==> src/rtl/rtc_irq_pkg.sv <==
package rtc_irq_pkg;
  localparam int SRC_N     = 3;
  localparam int SRC_UPD   = 0;
  localparam int SRC_ALM   = 1;
  localparam int SRC_PER   = 2;
  localparam int CTRL_ADDR = 0;
  localparam int STAT_ADDR = 1;
  localparam int SQW_BIT   = 3;
  localparam int SUM_BIT   = 7;
endpackage

==> src/rtl/rtc_irq_rst_sync.sv <==
module rtc_irq_rst_sync #(
  parameter int STAGES = 2
) (
  input  logic clk,
  input  logic rst_n,
  output logic rst_sync_n
);
  logic [STAGES-1:0] chain_q;

  always_ff @(posedge clk or negedge rst_n) begin
    if (!rst_n) chain_q <= '0;
    else        chain_q <= {chain_q[STAGES-2:0], 1'b1};
  end

  assign rst_sync_n = chain_q[STAGES-1];
endmodule

==> src/rtl/rtc_irq_source.sv <==
module rtc_irq_source (
  input  logic clk,
  input  logic rst_n,
  input  logic evt,
  input  logic clr_rd,
  input  logic clr_pin,
  output logic flag
);
  logic flag_q, flag_d;

  always_comb begin
    flag_d = flag_q;
    if (clr_pin)     flag_d = 1'b0;
    else if (evt)    flag_d = 1'b1;
    else if (clr_rd) flag_d = 1'b0;
  end

  always_ff @(posedge clk or negedge rst_n) begin
    if (!rst_n) flag_q <= 1'b0;
    else        flag_q <= flag_d;
  end

  assign flag = flag_q;

  assert_evt_sets_R7: assert property (@(posedge clk) disable iff (!rst_n)
    evt && !clr_pin |=> flag);
  assert_evt_wins_read_R8: assert property (@(posedge clk) disable iff (!rst_n)
    evt && clr_rd && !clr_pin |=> flag);
  assert_pin_clears_R2: assert property (@(posedge clk) disable iff (!rst_n)
    clr_pin |=> !flag);
endmodule

==> src/rtl/rtc_irq_ctrl_regs.sv <==
module rtc_irq_ctrl_regs #(
  parameter int SRC_N  = rtc_irq_pkg::SRC_N,
  parameter int ADDR_W = 2,
  parameter int DATA_W = 8
) (
  input  logic              clk,
  input  logic              rst_n,
  input  logic              host_ok,
  input  logic              force_en_clr,
  input  logic              force_sqw_clr,
  input  logic              wr,
  input  logic [ADDR_W-1:0] addr,
  input  logic [DATA_W-1:0] wdata,
  output logic [SRC_N-1:0]  en,
  output logic              sqw_en
);
  import rtc_irq_pkg::*;

  logic [SRC_N-1:0] en_q, en_d;
  logic             sqw_q, sqw_d;
  logic             wr_ctrl;

  assign wr_ctrl = host_ok && wr && (addr == ADDR_W'(CTRL_ADDR));

  always_comb begin
    en_d  = en_q;
    sqw_d = sqw_q;
    if (force_en_clr) en_d = '0;
    else if (wr_ctrl) en_d = wdata[SRC_N-1:0];
    if (force_sqw_clr) sqw_d = 1'b0;
    else if (wr_ctrl)  sqw_d = wdata[SQW_BIT];
  end

  always_ff @(posedge clk or negedge rst_n) begin
    if (!rst_n) begin
      en_q  <= '0;
      sqw_q <= 1'b0;
    end else begin
      en_q  <= en_d;
      sqw_q <= sqw_d;
    end
  end

  assign en     = en_q;
  assign sqw_en = sqw_q;

  assert_en_forced_R1: assert property (@(posedge clk) disable iff (!rst_n)
    force_en_clr |=> en == '0);
  assert_sqw_cleared_R3: assert property (@(posedge clk) disable iff (!rst_n)
    force_sqw_clr |=> !sqw_en);
  assert_locked_hold_R4: assert property (@(posedge clk) disable iff (!rst_n)
    !host_ok && !force_en_clr |=> $stable(en));
endmodule

==> src/rtl/rtc_irq_ctrl.sv <==
module rtc_irq_ctrl #(
  parameter int ADDR_W = 2,
  parameter int DATA_W = 8
) (
  input  logic              clk,
  input  logic              rst_n,
  input  logic              pwr_ok,
  input  logic              ext_rst_n,
  input  logic              host_rd,
  input  logic              host_wr,
  input  logic [ADDR_W-1:0] host_addr,
  input  logic [DATA_W-1:0] host_wdata,
  output logic [DATA_W-1:0] host_rdata,
  input  logic              evt_periodic,
  input  logic              evt_alarm,
  input  logic              evt_update,
  output logic              irq_oe,
  output logic              sqw_en
);
  import rtc_irq_pkg::*;

  logic              rst_sync_n;
  logic              host_ok, pin_active, rd_stat;
  logic [SRC_N-1:0]  evt, flags, en;
  logic              irqf;
  logic [DATA_W-1:0] rdata_q, rdata_d;

  rtc_irq_rst_sync #(.STAGES(2)) u_rst (
    .clk(clk), .rst_n(rst_n), .rst_sync_n(rst_sync_n)
  );

  assign pin_active = !ext_rst_n;
  assign host_ok    = ext_rst_n && pwr_ok;
  assign rd_stat    = host_ok && host_rd && (host_addr == ADDR_W'(STAT_ADDR));

  always_comb begin
    evt          = '0;
    evt[SRC_UPD] = evt_update;
    evt[SRC_ALM] = evt_alarm;
    evt[SRC_PER] = evt_periodic;
  end

  for (genvar i = 0; i < SRC_N; i++) begin : g_src
    rtc_irq_source u_src (
      .clk(clk), .rst_n(rst_sync_n), .evt(evt[i]),
      .clr_rd(rd_stat), .clr_pin(pin_active), .flag(flags[i])
    );
  end

  rtc_irq_ctrl_regs #(.SRC_N(SRC_N), .ADDR_W(ADDR_W), .DATA_W(DATA_W)) u_regs (
    .clk(clk), .rst_n(rst_sync_n), .host_ok(host_ok),
    .force_en_clr(pin_active && pwr_ok), .force_sqw_clr(pin_active),
    .wr(host_wr), .addr(host_addr), .wdata(host_wdata),
    .en(en), .sqw_en(sqw_en)
  );

  assign irqf   = |(flags & en);
  assign irq_oe = irqf;

  always_comb begin
    rdata_d = '0;
    if (host_ok && host_rd) begin
      if (host_addr == ADDR_W'(CTRL_ADDR)) begin
        rdata_d[SRC_N-1:0] = en;
        rdata_d[SQW_BIT]   = sqw_en;
      end else if (host_addr == ADDR_W'(STAT_ADDR)) begin
        rdata_d[SRC_N-1:0] = flags;
        rdata_d[SUM_BIT]   = irqf;
      end
    end
  end

  always_ff @(posedge clk or negedge rst_sync_n) begin
    if (!rst_sync_n) rdata_q <= '0;
    else             rdata_q <= rdata_d;
  end

  assign host_rdata = rdata_q;

  assert_read_release_R6: assert property (@(posedge clk) disable iff (!rst_sync_n)
    rd_stat && (evt == '0) |=> !irq_oe);
  assert_locked_rdata_R3: assert property (@(posedge clk) disable iff (!rst_sync_n)
    pin_active |=> host_rdata == '0);
  assert_unpowered_rdata_R4: assert property (@(posedge clk) disable iff (!rst_sync_n)
    !pwr_ok |=> host_rdata == '0);
  assert_idle_rdata_R10: assert property (@(posedge clk) disable iff (!rst_sync_n)
    !host_rd |=> host_rdata == '0);
endmodule

==> config.mk <==
export PLATFORM = sky130hd
export DESIGN_NAME = rtc_irq_ctrl
export DESIGN_NICKNAME = d
export VERILOG_FILES = /design/src/rtl/rtc_irq_pkg.sv /design/src/rtl/rtc_irq_rst_sync.sv /design/src/rtl/rtc_irq_source.sv /design/src/rtl/rtc_irq_ctrl_regs.sv /design/src/rtl/rtc_irq_ctrl.sv
export SDC_FILE = /design/constraint.sdc
export NUM_CORES = 1
export LEC_CHECK = 0
export BUFFER_PORTS_ARGS = -buffer_cell sky130_fd_sc_hd__clkbuf_2
export CAP_MARGIN = 30
export CORE_MARGIN = 2
export CORE_UTILIZATION = 47
export CTS_BUF_LIST = sky130_fd_sc_hd__clkbuf_2
export DETAILED_ROUTE_END_ITERATION = 10
export PLACE_DENSITY = 0.82
export SYNTH_ARGS = -nofsm -noshare
export SYNTH_HDL_FRONTEND = slang
export SYNTH_HIERARCHICAL = 1
export SYNTH_SLANG_ARGS = --single-unit
==> constraint.sdc <==
create_clock -name clk -period 2.6 [get_ports clk]
set_clock_uncertainty 0.05 [all_clocks]
set_input_delay 0.39 -clock clk [delete_from_list [all_inputs] [get_ports clk]]
set_output_delay 0.39 -clock clk [all_outputs]
set_load 0.03 [all_outputs]
==> summary.txt, run 1 <==
outcome: finished, final reports clean
Port Buffers: 21
Power Density: 473 nW/um^2
Final Setup Violations: 0
nets@finish: 103
CP arrival: 1.39 ns
Final min period: 1.83 ns
Critical Path, Cell by Cell: a222oi_1 -> inv_1 -> clkbuf_2
Reg area: 350 um^2
syn_area_per_cell: 11.3 um^2
Crit path largest cell delay: 0.43 ns
Die Ht: 41.7 um
cts bufs inserted: 3
CP endpoint kind: primary output
initial antenna violation count: 0
R2R depth: 2
total track usage: 15.7%
maximum fanout along the worst path: 3
reg2reg start: u_regs/en[2]
WL/cell: 11.4 um
first-pass GRT wire length: 2060 um
Core ar.: 1320 um^2
register area share after synthesis: 52.4%
worst hold margin: 0.151 ns
kind of critical path: flip-flop to primary output
final instance area: 797 um^2
fin crit share: 70.3%
gr ovfl total: 0
post-placement cell count: 93
CTS tree: yes
post-synthesis register bit count: 14
reg2reg end: host_rdata[7]
Final Power: 377 uW
Post-Route Utilization: 60.5%
number of synthesized flops with an enable pin: 0
Final WS setup: 0.773 ns
Row Count: 13
setup total negative slack: 0 ns
number of global-route vias before repair: 501
top-area cell type share of the netlist area: 52.4%
clk root buf: clkbuf_2
clock transition at the registers of the reported paths: 0.12 ns
CTS Sinks: 14
GPL Wtd Cong: 0.736
FFs w/ async S/R, synth: 100%
residual DRC count: 0
Post-CTS Hold Buffers: 1
1st-iter DRT viols: 4
RSZ-0062 raised after global routing: no
Critical Path Sink: irq_oe
Worst VDD drop: 198 uV
worst-skew pair later-pin latency: 0.26 ns
CTS Buffer Depth: 2
R2R Setup Slk: 1.50 ns
area occupied by multi-input gates: 268 um^2
layout cell share with drive strength beyond 1: 39.0%
fillcell total: 118
post-synth top area cell: dfrtp_1
Max stage delay cell, worst path: a222oi_1
post-DP HPWL: 917 um
H-tree levels: 1
CP Launch Point: u_regs/en[2]
Initial Utilization: 50.7%
Ys Warns: 6
Vias/cell: 4.71
Syn Std Cell Area: 668 um^2
Via Count: 457
largest net degree at the start of global routing: 13
critical path required time: 2.16 ns
count leader, synth: dfrtp_1
cell area after placement: 772 um^2
Lkg Pwr: 0.434 nW
Hold Crit Class: flip-flop to async pin
die area: 1740 um^2
Die X: 41.7 um
Post-Place Worst Slack: 1.08 ns
Final ANT Viol Nets: 0
Synth top cells by count: 14 x dfrtp_1, 11 x nand2b_1, 7 x mux2i_1
n_diodes: 0
Detailed Routing Iterations Pass 1: 5
synth top area cells: dfrtp_1 52%, mux2i_1 10%, nand2b_1 10%, buf_4 4.5%, a21oi_2 3.9%
Top Ports: 29
MaxCap Viol Count: 0
Routed WL: 1110 um
area grow syn2layout: 19.3%
Post-CTS Setup Inserts: 0
CTS-repair resized insts: 0
Critical Path Source Type: flip-flop
fin cells: 97
fmax: 0.547 GHz
Fin. Hold Viols: 0
dominant synthesized flop cell: dfrtp_1
Mapped Cells: 59
synth unique cells: 17
fin. max-slew vios: 0
[cell families (layout without fill, tap and decap cells)]
logic type,after synthesis,after routing,synth area share (%)
flops,14,14,52.4
mux,7,7,10.5
compound gates,4,4,5.43
buf+inv,11,32,8.61
simple gates,21,21,21.9
other cells,2,4,1.12
[critical path, delay by kind of cell (launching register included)]
family          cells  cell delay [ns]
buf+inv             2             0.28
compound gates      1             0.43
flops               1             0.42
[final cells by class]
class	count	area share, %
Sequential cell	14	44.0
Multi-Input combinational cell	36	33.6
Timing Repair Buffer	23	15.4
Inverter	6	2.83
Tap cell	15	2.35
Clock buffer	3	1.88
[metal layers]
layer  share of wire [%]  GRT usage [%]
met1                  43           18.5
met2                  51           26.9
met3                 5.5           1.74
met4                   0           9.68
met5                   0              0
[power by group]
part	internal (mW)	switching [mW]	total, mW
Combinational	0.0226	0.0270	0.0497
Clock	0.0315	0.0631	0.0946
Sequential	0.225	0.00818	0.233
[cell usage in the layout, fill, tap and decap left out]
cell / synthesis / routed
nor3_1: 1 / 1
conb_1: 2 / 4
clkbuf_2: 0 / 24
buf_4: 4 / 1
nor4bb_1: 1 / 1
dlygate4sd3_1: 0 / 1
nand4b_4: 1 / 1
a222oi_1: 1 / 1
dfrtp_1: 14 / 14
and2b_2: 1 / 1
a21oi_2: 3 / 3
and2_2: 1 / 1
nor3b_1: 1 / 1
nor2_1: 4 / 4
mux2i_1: 7 / 7
nand2b_1: 11 / 11
inv_2: 1 / 1
inv_1: 5 / 5
[worst min-delay path by stage]
stage | start | to | slack (ns) | cells past startpoint
detailed placement | rst_n | u_rst/chain_q[0] | 0.14 | 1
floorplan | rst_n | u_rst/chain_q[0] | 0.04 | 0
finish | u_rst/chain_q[1] | host_rdata[1] | 0.15 | 0
CTS | u_rst/chain_q[1] | host_rdata[3] | 0.17 | 0
global route | u_rst/chain_q[1] | host_rdata[2] | 0.21 | 0
global placement | rst_n | u_rst/chain_q[0] | 0.12 | 1
[flip-flops by register name, summed over array words and instances (netlist names)]
register,cells
u_regs/en,3
u_rst/chain_q,2
host_rdata,5
g_src.u_src/flag,3
u_regs/sqw_en,1
Note: power is estimated with default switching activity, not from simulation.
==> run 2, diff against run 1 <==
==> constraint.sdc (replaced) <==
create_clock -name clk -period 1.79 [get_ports clk]
set_clock_uncertainty 0.05 [all_clocks]
set_input_delay 0.2685 -clock clk [delete_from_list [all_inputs] [get_ports clk]]
set_output_delay 0.2685 -clock clk [all_outputs]
set_load 0.03 [all_outputs]
==> summary.txt, run 2 (synthesized netlist as in run 1, its figures left out) <==
outcome: finished, final reports clean
clock transition at the registers of the reported paths: 0.12 ns
Critical Path, Cell by Cell: a222oi_1 -> inv_1 -> buf_2
Row Count: 13
Core ar.: 1320 um^2
gr ovfl total: 0
residual DRC count: 0
H-tree levels: 1
most frequent cells in the layout: 23 x clkbuf_2, 14 x dfrtp_1, 11 x nand2b_1
post-DP HPWL: 916 um
Die Ht: 41.7 um
Reg area: 350 um^2
Critical Path Source Type: flip-flop
nets@finish: 103
number of global-route vias before repair: 487
final instance area: 801 um^2
CP Launch Point: g_src[2].u_src/flag
Hold Crit Class: flip-flop to async pin
fin crit share: 93.2%
Bufs and invs on worst path: 2
R2R Setup Slk: 0.69 ns
Max stage delay cell, worst path: dfrtp_1
area grow syn2layout: 19.9%
Routed WL: 1120 um
kind of critical path: flip-flop to primary output
Post-Place Worst Slack: 0.414 ns
Lkg Pwr: 0.437 nW
Port Buffers: 21
Die X: 41.7 um
post-placement cell count: 93
CP endpoint kind: primary output
Initial Utilization: 50.7%
fmax: 0.599 GHz
1st-iter DRT viols: 6
CTS Buffer Depth: 2
n_diodes: 0
Post-Route Utilization: 60.8%
cell area after placement: 772 um^2
Final Power: 552 uW
cts bufs inserted: 3
Detailed Routing Iterations Pass 1: 4
Final ANT Viol Nets: 0
initial antenna violation count: 0
MaxCap Viol Count: 0
Crit path largest cell delay: 0.42 ns
Power Density: 689 nW/um^2
Final min period: 1.67 ns
Top Ports: 29
reg2reg start: g_src[2].u_src/flag
total track usage: 16.3%
Final WS setup: 0.121 ns
fillcell total: 130
CP top delay family: flip-flops
die area: 1740 um^2
first-pass GRT wire length: 2130 um
CTS tree: yes
Worst VDD drop: 367 uV
clk root buf: clkbuf_2
critical path required time: 1.47 ns
GPL Wtd Cong: 0.734
CTS Sinks: 14
Final Setup Violations: 0
RSZ-0062 raised after global routing: no
Via Count: 455
area occupied by multi-input gates: 268 um^2
worst-skew pair later-pin latency: 0.27 ns
worst hold margin: 0.147 ns
most common cell after layout, fill and taps aside: clkbuf_2
Fin. Hold Viols: 0
fin cells: 98
largest net degree at the start of global routing: 13
layout cell share with drive strength beyond 1: 38.6%
CP arrival: 1.35 ns
fin. max-slew vios: 0
max FFs per register: 5
Vias/cell: 4.64
maximum fanout along the worst path: 3
setup total negative slack: 0 ns
WL/cell: 11.4 um
[run 2: cell count changes in the layout (fill, tap and decap cells not counted)]
cell,delta
clkinv_1,+1
buf_2,+1
clkbuf_2,-1
[run 2: path summary, 6_finish.rpt]
| check | endpoint | cells after the start |
|---|---|---|
| hold / removal | host_rdata[7] | 0 |
| min in group clk | g_src[2].u_src/flag | 3 |
| hold reg to reg | host_rdata[7] | 0 |
| setup reg to reg | host_rdata[7] | 2 |
| max in group asynchronous | u_regs/en[1] | 0 |
| setup / recovery | irq_oe | 3 |
[run 2: routing by layer]
layer	up-vias	track usage, %	wire length, um
li1	231	-	-
met4	0	7.74	8
met3	2	5.22	88
met5	-	0	0
met1	200	19.4	473
met2	22	26.6	548
[run 2: timing repair]
item | in CTS | in global routing
hold endpoints to repair | 2 | 0
endpoints found under the setup margin | 0 | 1
hold buffers | 1 | 0
buffers inserted | 0 | 0
gates resized for setup | 0 | 1
[run 2: area by class of cell]
class	count	share of cell area, %
Clock buffer	3	1.88
Tap cell	15	2.34
Timing Repair Buffer	23	15.3
Multi-Input combinational cell	36	33.4
Inverter	6	2.81
Clock inverter	1	0.469
Sequential cell	14	43.8
[run 2: report_power, final]
group | leakage (nW) | total (mW) | internal, mW | switching, mW
Combinational | 0.237 | 0.0721 | 0.0329 | 0.0392
Sequential | 0.186 | 0.338 | 0.326 | 0.0117
Clock | 0.0140 | 0.142 | 0.0485 | 0.0933
==> run 3, diff against run 2 <==
==> constraint.sdc (replaced) <==
create_clock -name clk -period 1.79 [get_ports clk]
set_clock_uncertainty 0.05 [all_clocks]
set_input_delay 0.179 -clock clk [delete_from_list [all_inputs] [get_ports clk]]
set_output_delay 0.179 -clock clk [all_outputs]
set_load 0.03 [all_outputs]
==> summary.txt, run 3 (synthesized netlist as in run 1, its figures left out) <==
outcome: finished, final reports clean
sequential share of power: 61.2%
Combinational Power Share: 13.0%
Final min period: 1.59 ns
Clk network pwr share: 25.8%
CTS-repair resized insts: 0
Die Ht: 41.7 um
Via Count: 447
Routed WL: 1120 um
met1 usage: 19.4%
maximum fanout along the worst path: 3
CP Launch Point: u_regs/en[2]
critical path required time: 1.56 ns
most common cell after layout, fill and taps aside: clkbuf_2
clk root buf: clkbuf_2
CP top delay family: flip-flops
CTS Buffer Depth: 2
Worst VDD drop: 367 uV
kind of critical path: flip-flop to primary output
Core ar.: 1320 um^2
CP endpoint kind: primary output
Die X: 41.7 um
Port Buffers: 21
fin cells: 98
Final ANT Viol Nets: 0
CP arrival: 1.36 ns
Final Setup Violations: 0
Cell Int Power: 408 uW
CTS Sinks: 14
met2 usage in global routing: 26.6%
post-placement cell count: 93
post-DP HPWL: 916 um
GPL Wtd Cong: 0.734
largest net degree at the start of global routing: 13
initial antenna violation count: 0
global route hottest layer: met2
CTS tree: yes
R2R Setup Slk: 0.70 ns
RSZ-0062 raised after global routing: no
MaxCap Viol Count: 0
Levels on crit path: 3
layout cell share with drive strength beyond 1: 38.6%
cts bufs inserted: 3
reg2reg start: u_regs/en[2]
H-tree levels: 1
fin. max-slew vios: 0
Detailed Routing Iterations Pass 1: 5
residual DRC count: 0
clock transition at the registers of the reported paths: 0.12 ns
die area: 1740 um^2
Critical Path Sink: irq_oe
Bufs and invs on worst path: 2
setup total negative slack: 0 ns
most frequent cells in the layout: 24 x clkbuf_2, 14 x dfrtp_1, 11 x nand2b_1
Crit path largest cell delay: 0.41 ns
Row Count: 13
Top Ports: 29
met3 usage: 5.22%
P_sw: 145 uW
Vias/cell: 4.56
WL/cell: 11.4 um
Sw Ratio: 26.2%
worst-skew pair later-pin latency: 0.27 ns
R2R depth: 2
Initial Utilization: 50.7%
max FFs per register: 5
gr ovfl total: 0
fin crit share: 88.6%
n_diodes: 0
fmax: 0.630 GHz
Lkg Pwr: 0.436 nW
Critical Path, Cell by Cell: a222oi_1 -> inv_1 -> clkbuf_2
Power Density: 690 nW/um^2
number of global-route vias before repair: 487
cell area after placement: 772 um^2
nets@finish: 103
1st-iter DRT viols: 6
Max stage delay cell, worst path: dfrtp_1
final instance area: 801 um^2
Critical Path Source Type: flip-flop
total track usage: 16.3%
worst hold margin: 0.0555 ns
Fin. Hold Viols: 0
area grow syn2layout: 19.9%
Post-CTS Setup Inserts: 0
first-pass GRT wire length: 2130 um
Hold Crit Class: input pin to flip-flop
reg2reg end: host_rdata[7]
-- run 3: cell types whose count changed in the layout (fill, tap and decap cells not counted) --
| cell | change |
|---|---|
| buf_2 | -1 |
| clkbuf_2 | +1 |
-- run 3: layer usage --
metal / share of wire, % / up-vias
met4: 0.72 / 0
li1: - / 230
met2: 49 / 22
met5: 0 / -
met3: 7.9 / 2
met1: 43 / 193
-- run 3: power groups by stage --
| stage | Combinational [mW] | Clock [mW] | Sequential (mW) |
|---|---|---|---|
| 6_report | 0.0720 | 0.142 | 0.338 |
| 5_1_grt | 0.0803 | 0.168 | 0.342 |
| 4_1_cts | 0.0727 | 0.152 | 0.339 |
| 3_5_place_dp | 0.0708 | 0 | 0.345 |
| 3_3_place_gp | 0.0686 | 0 | 0.344 |
| 2_1_floorplan | 0.0497 | 0 | 0.343 |
-- run 3: worst min-delay path by stage --
stage | startpoint | end | cells after the start
floorplan | rst_n | u_rst/chain_q[0] | 0
global placement | rst_n | u_rst/chain_q[0] | 1
detailed placement | rst_n | u_rst/chain_q[0] | 1
CTS | evt_periodic | g_src[2].u_src/flag | 3
global route | evt_update | g_src[0].u_src/flag | 3
finish | evt_periodic | g_src[2].u_src/flag | 3
-- run 3: area by class of cell --
cell class / count / area (um^2)
Tap cell: 15 / 18.8
Sequential cell: 14 / 350
Clock inverter: 1 / 3.75
Multi-Input combinational cell: 36 / 268
Timing Repair Buffer: 23 / 123
Clock buffer: 3 / 15.0
Fill cell: 130 / 517
Inverter: 6 / 22.5
-- run 3: worst reg2reg max path: cells and delay by family, from the launching register on --
kind	cells	cell delay (ns)
and+or+nand+nor	1	0.10
DFF	1	0.41
AOI/OAI and AO/OA	1	0.41
-- run 3: what timing repair did --
| action | 4_1_cts | 5_1_grt |
|---|---|---|
| setup endpoints to repair | 0 | 0 |
| endpoints found under the hold margin | 2 | 0 |
| hold buffers | 1 | 0 |
-- run 3: per-stage QoR --
| step | power [mW] | util [%] | worst slack, ns |
|---|---|---|---|
| final | 0.552 | 60.8 | 0.204 |
| after global routing | 0.590 | 60.8 | 0.0810 |
| after CTS | 0.563 | 60.8 | 0.174 |
| after detailed placement | 0.416 | 58.6 | 0.504 |
| after global placement | 0.412 | 58.6 | 0.491 |
| after floorplan | 0.393 | - | 0.606 |
